$ cat src/rtl/dpc_pkg.sv
package dpc_pkg;
   localparam int DPC_DATA_W = 64;
   localparam int DPC_LANES  = DPC_DATA_W / 8;
   localparam int DPC_BEAT_W = $clog2(DPC_LANES);
   typedef logic [DPC_DATA_W-1:0] dpc_word_t;
   typedef logic [DPC_LANES-1:0]  dpc_be_t;
endpackage

$ cat src/rtl/dpc_queue.sv
module dpc_queue #(
   parameter int DEPTH = 3,
   parameter int W     = 8,
   parameter int CNT_W = $clog2(DEPTH + 1)
) (
   input  logic             clk,
   input  logic             rst_n,
   input  logic             push,
   input  logic             pop,
   input  logic [W-1:0]     din,
   output logic [W-1:0]     dout,
   output logic [CNT_W-1:0] count
);
   localparam int PTR_W = (DEPTH > 1) ? $clog2(DEPTH) : 1;

   logic [W-1:0]     slot [DEPTH];
   logic [PTR_W-1:0] wr_ptr, rd_ptr;

   function automatic logic [PTR_W-1:0] nxt(input logic [PTR_W-1:0] p);
      return (p == PTR_W'(DEPTH - 1)) ? '0 : p + 1'b1;
   endfunction

   always_ff @(posedge clk) begin
      if (push) slot[wr_ptr] <= din;
   end

   always_ff @(posedge clk) begin
      if (!rst_n) begin
         wr_ptr <= '0;
         rd_ptr <= '0;
         count  <= '0;
      end else begin
         if (push) wr_ptr <= nxt(wr_ptr);
         if (pop)  rd_ptr <= nxt(rd_ptr);
         count <= count + CNT_W'(push) - CNT_W'(pop);
      end
   end

   assign dout = slot[rd_ptr];
endmodule

$ cat src/rtl/dpc_page_track.sv
module dpc_page_track #(
   parameter int ADDR_W = 32,
   parameter int COL_W  = 11
) (
   input  logic              clk,
   input  logic              rst_n,
   input  logic              accept,
   input  logic              idle_next,
   input  logic [ADDR_W-1:0] addr,
   output logic              near
);
   localparam int PG_W = ADDR_W - COL_W;

   logic [PG_W-1:0] last_page;
   logic            page_known;

   always_ff @(posedge clk) begin
      if (!rst_n) begin
         page_known <= 1'b0;
         last_page  <= '0;
      end else if (accept) begin
         page_known <= 1'b1;
         last_page  <= addr[ADDR_W-1:COL_W];
      end else if (idle_next) begin
         page_known <= 1'b0;
      end
   end

   assign near = accept && page_known && (addr[ADDR_W-1:COL_W] == last_page);
endmodule

$ cat src/rtl/dpc_beat_ctl.sv
module dpc_beat_ctl
   import dpc_pkg::*;
#(
   parameter bit NARROW_EN = 1'b1
) (
   input  logic                  clk,
   input  logic                  rst_n,
   input  logic                  byte_mode,
   input  logic                  active,
   input  logic                  ready,
   input  dpc_be_t               head_be,
   input  dpc_word_t             head_wdata,
   input  dpc_word_t             rdata,
   output logic [DPC_BEAT_W-1:0] beat,
   output logic                  last_beat,
   output dpc_be_t               lane_be,
   output dpc_word_t             lane_wdata,
   output dpc_word_t             rd_word
);
   generate
      if (NARROW_EN) begin : g_narrow
         logic [DPC_BEAT_W-1:0] beat_q;
         dpc_word_t             gather;
         logic                  step;

         assign step = byte_mode && active && ready;

         always_ff @(posedge clk) begin
            if (!rst_n) beat_q <= '0;
            else if (step) beat_q <= beat_q + 1'b1;
         end

         always_ff @(posedge clk) begin
            if (step) gather[8*beat_q +: 8] <= rdata[7:0];
         end

         always_comb begin
            rd_word = rdata;
            if (byte_mode) begin
               rd_word = gather;
               rd_word[DPC_DATA_W-8 +: 8] = rdata[7:0];
            end
         end

         assign beat       = beat_q;
         assign last_beat  = !byte_mode || (beat_q == DPC_BEAT_W'(DPC_LANES - 1));
         assign lane_be    = byte_mode ? dpc_be_t'(head_be[beat_q]) : head_be;
         assign lane_wdata = byte_mode ? dpc_word_t'(head_wdata[8*beat_q +: 8]) : head_wdata;
      end else begin : g_wide
         assign beat       = '0;
         assign last_beat  = 1'b1;
         assign lane_be    = head_be;
         assign lane_wdata = head_wdata;
         assign rd_word    = rdata;
      end
   endgenerate
endmodule

$ cat src/rtl/dram_pipe_ctrl.sv
module dram_pipe_ctrl
   import dpc_pkg::*;
#(
   parameter int ADDR_W    = 32,
   parameter int COL_W     = 11,
   parameter int DEPTH     = 3,
   parameter bit NARROW_EN = 1'b1
) (
   input  logic                  clk,
   input  logic                  rst_n,
   input  logic                  byte_mode,
   input  logic                  req_valid,
   output logic                  req_ready,
   input  logic                  req_write,
   input  logic [ADDR_W-1:0]     req_addr,
   input  logic [DPC_LANES-1:0]  req_be,
   input  logic [DPC_DATA_W-1:0] req_wdata,
   output logic                  rsp_valid,
   output logic                  rsp_write,
   output logic [DPC_DATA_W-1:0] rsp_rdata,
   output logic                  bus_adr_valid,
   output logic [ADDR_W-1:0]     bus_addr,
   output logic                  bus_adr_wr,
   output logic                  bus_near,
   output logic                  dat_active,
   output logic                  dat_wr,
   output logic [DPC_LANES-1:0]  dat_be,
   output logic [DPC_BEAT_W-1:0] dat_beat,
   output logic [DPC_DATA_W-1:0] dat_wdata,
   input  logic [DPC_DATA_W-1:0] dat_rdata,
   input  logic                  dat_ready
);
   localparam int CNT_W = $clog2(DEPTH + 1);
   localparam int PW    = ADDR_W + 1 + DPC_LANES + DPC_DATA_W;

   initial begin
      assert (DEPTH >= 1 && DEPTH <= 7) else $error("DEPTH out of range");
      assert (COL_W >= 3 && COL_W < ADDR_W) else $error("COL_W out of range");
   end

   logic [CNT_W-1:0]  occ;
   logic [PW-1:0]     head;
   logic              accept, retire, idle_next, last_beat, narrow;
   logic [ADDR_W-1:0] head_addr;
   logic              head_wr;
   dpc_be_t           head_be;
   dpc_word_t         head_wdata, rd_word;

   assign narrow    = NARROW_EN && byte_mode;
   assign req_ready = narrow ? (occ == '0) : (occ < CNT_W'(DEPTH));
   assign accept    = req_valid && req_ready;
   assign dat_active = (occ != '0);
   assign retire    = dat_active && dat_ready && last_beat;
   assign idle_next = !accept && ((occ == '0) || ((occ == CNT_W'(1)) && retire));

   assign {head_addr, head_wr, head_be, head_wdata} = head;

   dpc_queue #(.DEPTH(DEPTH), .W(PW)) u_queue (
      .clk   (clk),
      .rst_n (rst_n),
      .push  (accept),
      .pop   (retire),
      .din   ({req_addr, req_write, req_be, req_wdata}),
      .dout  (head),
      .count (occ)
   );

   dpc_page_track #(.ADDR_W(ADDR_W), .COL_W(COL_W)) u_page (
      .clk       (clk),
      .rst_n     (rst_n),
      .accept    (accept),
      .idle_next (idle_next),
      .addr      (req_addr),
      .near      (bus_near)
   );

   dpc_beat_ctl #(.NARROW_EN(NARROW_EN)) u_beat (
      .clk        (clk),
      .rst_n      (rst_n),
      .byte_mode  (narrow),
      .active     (dat_active),
      .ready      (dat_ready),
      .head_be    (head_be),
      .head_wdata (head_wdata),
      .rdata      (dat_rdata),
      .beat       (dat_beat),
      .last_beat  (last_beat),
      .lane_be    (dat_be),
      .lane_wdata (dat_wdata),
      .rd_word    (rd_word)
   );

   assign bus_adr_valid = accept;
   assign bus_addr      = req_addr;
   assign bus_adr_wr    = req_write;
   assign dat_wr        = head_wr;

   always_ff @(posedge clk) begin
      if (!rst_n) begin
         rsp_valid <= 1'b0;
         rsp_write <= 1'b0;
         rsp_rdata <= '0;
      end else begin
         rsp_valid <= retire;
         if (retire) begin
            rsp_write <= head_wr;
            rsp_rdata <= head_wr ? '0 : rd_word;
         end
      end
   end
endmodule

$ cat config.mk
export PLATFORM = sky130hd
export DESIGN_NAME = dram_pipe_ctrl
export DESIGN_NICKNAME = d
export VERILOG_FILES = /design/src/rtl/dpc_pkg.sv /design/src/rtl/dpc_queue.sv /design/src/rtl/dpc_page_track.sv /design/src/rtl/dpc_beat_ctl.sv /design/src/rtl/dram_pipe_ctrl.sv
export SDC_FILE = /design/constraint.sdc
export NUM_CORES = 1
export LEC_CHECK = 0
export CELL_PAD_IN_SITES_DETAIL_PLACEMENT = 1
export CELL_PAD_IN_SITES_GLOBAL_PLACEMENT = 2
export CORE_UTILIZATION = 34
export DETAILED_ROUTE_END_ITERATION = 8
export PLACE_DENSITY = 0.82
export SLEW_MARGIN = 20
export SYNTH_ARGS = -nofsm -noshare
export SYNTH_HDL_FRONTEND = slang
export SYNTH_SLANG_ARGS = --single-unit
$ cat constraint.sdc
create_clock -name clk -period 13.95 [get_ports clk]
set_input_delay 3.4875 -clock clk [delete_from_list [all_inputs] [get_ports clk]]
set_output_delay 3.4875 -clock clk [all_outputs]
set_load 0.01 [all_outputs]
==> results.sh <==
export IMPL_critPathKind="in -> out"
export IMPL_avgSynthCellArea_um2=12.7
export IMPL_r2r_cells=6
export IMPL_port_buffers=330
export IMPL_hold_path_cell_count=2
export IMPL_synth_top_area_share_pct=49.2
export IMPL_yosys_top_cells_count="edfxtp_1 (275), nand2_1 (140), dfxtp_1 (99)"
export IMPL_clock_fmax_mhz=107
export IMPL_rows=81
export IMPL_cts_num_sinks=374
export IMPL_end_kind="primary output"
export IMPL_cellPowerDensity_nw_per_um2=144
export IMPL_crit_required_ps=10460
export IMPL_async_reset_ff_share_pct=0
export IMPL_synth_ff_type="edfxtp_1"
export IMPL_start_util_pct=34.4
export IMPL_die_w_um=224
export IMPL_status="complete, no violations"
export IMPL_yosys_register_bits=374
export IMPL_fin_tns_setup_ps=0
export IMPL_wirelength_um=49800
export IMPL_drt_initial_drc_count=637
export IMPL_syn_num_nets=1505
export IMPL_rsz0062_at_grt="false"
export IMPL_peakVddDrop_mv=0.129
export IMPL_core_area_um2=48800
export IMPL_path_clk_slew_ps=60
export IMPL_design_area_um2=21800
export IMPL_cts_resized=0
export IMPL_slew_headroom_pct=32.5
export IMPL_synth_edf_count=275
export IMPL_die_area_um2=50300
export IMPL_grt_pass1_wl_um=74200
export IMPL_ioPinCount=353
export IMPL_post_place_ws_ps=4530
export IMPL_syn_to_final_growth_pct=30.0
export IMPL_worst_pin_slew_ps=1010
export IMPL_worst_ep_arrival_time_ps=5900
export IMPL_path_max_fanout=33
export IMPL_cts_buffer_depth=3
export IMPL_h_tree_depth=2
export IMPL_synthCells=1323
export IMPL_synthTopCellsByArea="edfxtp_1 (49%), dfxtp_1 (12%), mux2_2 (6.0%), mux2i_1 (3.4%), nand2_1 (3.1%)"
export IMPL_fp_dieH_um=224
export IMPL_syn_cell_area_um2=16800
export IMPL_dp_cells=2213
export IMPL_track_usage_pct=19.5
export IMPL_holdWs_ps=449
export IMPL_p_leak_nw=7.44
export IMPL_startpoint_type="primary input"
export IMPL_min_path_type="reg -> reg"
export IMPL_setup_slack_ps=4570
export IMPL_dp_hpwl_um=33200
export IMPL_insertion_delay_ps=570
export IMPL_num_fill_cells=5129
export IMPL_cap_violations=0
export IMPL_overflow=0
export IMPL_vias=11500
export IMPL_finalPower_mw=3.14
export IMPL_grt_pass1_vias=12100
export IMPL_avgViaCountPerCell=5.00
export IMPL_yosysMostFrequentCell="edfxtp_1"
export IMPL_hold_violations=0
export IMPL_synth_cell_types=57
export IMPL_final_max_slew_viol_count=0
export IMPL_yosysWarnings=0
export IMPL_post_cts_buffers=0
export IMPL_skew_ps=24.0
export IMPL_stdcell_count=2300
export IMPL_drtAntennaViolNets=0
export IMPL_numCtsBuffers=44
export IMPL_place_gp_congestion=0.774
export IMPL_detailed_place_area_um2=20400
export IMPL_cts_tree="built"
export IMPL_timing_final_crit_period_ps=9380
export IMPL_fin_crit_sh_pct=67.3
export IMPL_post_route_cells_drive_above_1_share_pct=12.5
export IMPL_finalSetupViolCount=0
export IMPL_ys_seq_area_share_pct=61.0
export IMPL_fin_nets=1777
export IMPL_drt_pass1_iter_count=5
export IMPL_synth_top_area_cell="edfxtp_1"
export IMPL_drcViolationCount=0
export IMPL_final_util_pct=44.7
export IMPL_antenna_found_initial=9
export IMPL_wl_per_cell_um=21.7
export IMPL_clockRootBuffer="clkbuf_16"
export IMPL_hold_buffers=0
export IMPL_grt_max_degree=100
## worst paths after layout
check	from	to	slack, ps
hold reg to reg	rsp_rdata[57]	rsp_rdata[57]	450
setup / recovery	byte_mode	dat_wdata[6]	4570
setup reg to reg	u_beat.beat[0]	u_beat.g_narrow.gather[1]	10010
hold / removal	rsp_rdata[57]	rsp_rdata[57]	450
## state kept, by name, indices dropped and copies added (netlist names), named ones only
| name | count |
|---|---|
| rsp_rdata | 64 |
| rsp_valid | 1 |
| rsp_write | 1 |
| u_beat.beat | 3 |
| u_beat.g_narrow.gather | 56 |
| u_page.last_page | 21 |
| u_page.page_known | 1 |
| u_queue.count | 2 |
| u_queue.rd_ptr | 2 |
| u_queue.slot | 219 |
| u_queue.wr_ptr | 2 |
## kinds of logic after synthesis
logic type / count (synthesis) / share of synthesized area (%)
buffers and inverters: 139 / 4.38
flip-flops: 374 / 61.0
AND/OR/NAND/NOR: 402 / 11.6
adder cells (fa/ha/maj): 9 / 0.656
multiplexers: 177 / 12.6
XOR/XNOR: 24 / 1.25
AO/OA/AOI/OAI: 198 / 8.50
## layout by cell type (no fill, tap or decap), drive strengths merged, types with 15 or more instances in the layout
master           n
nor2b           16
mux2           104
clkbuf          61
a21boi          91
a21oi           23
mux4            16
buf             19
and2            78
nand2          140
nor2            55
o21ai           20
edfxtp         275
clkdlybuf4s50  328
dfxtp           99
clkinv          15
nand3           70
mux2i           57
inv             20
## power by group
group | switching (mW) | internal (mW)
Sequential | 0.0475 | 1.31
Clock | 0.464 | 0.655
Combinational | 0.361 | 0.302
## layout make-up
class	instances	area, um2	area share, %
diodes	5	12.5	0.0573
multi-input cells	810	5850	26.8
inverters	18	67.6	0.310
clock buffers	61	1190	5.44
well taps	664	831	3.81
repair buffers	347	3420	15.7
clock inverters	21	206	0.946
flip-flops and latches	374	10200	46.9
## metal layers
metal	GRT usage [%]	up-vias	wire (um)
li1	-	5331	-
met1	24.1	5744	20700
met2	32.9	341	24400
met3	4.32	86	2920
met4	8.32	8	1770
met5	0	-	48
## critical path: stages
cell	delay [ps]
buf_4	350
buf_4	430
nand2_1	190
nor2_1	430
o21ai_0	190
o2111ai_1	190
clkdlybuf4s50_1	610
Power figures use the tool's default switching activity.
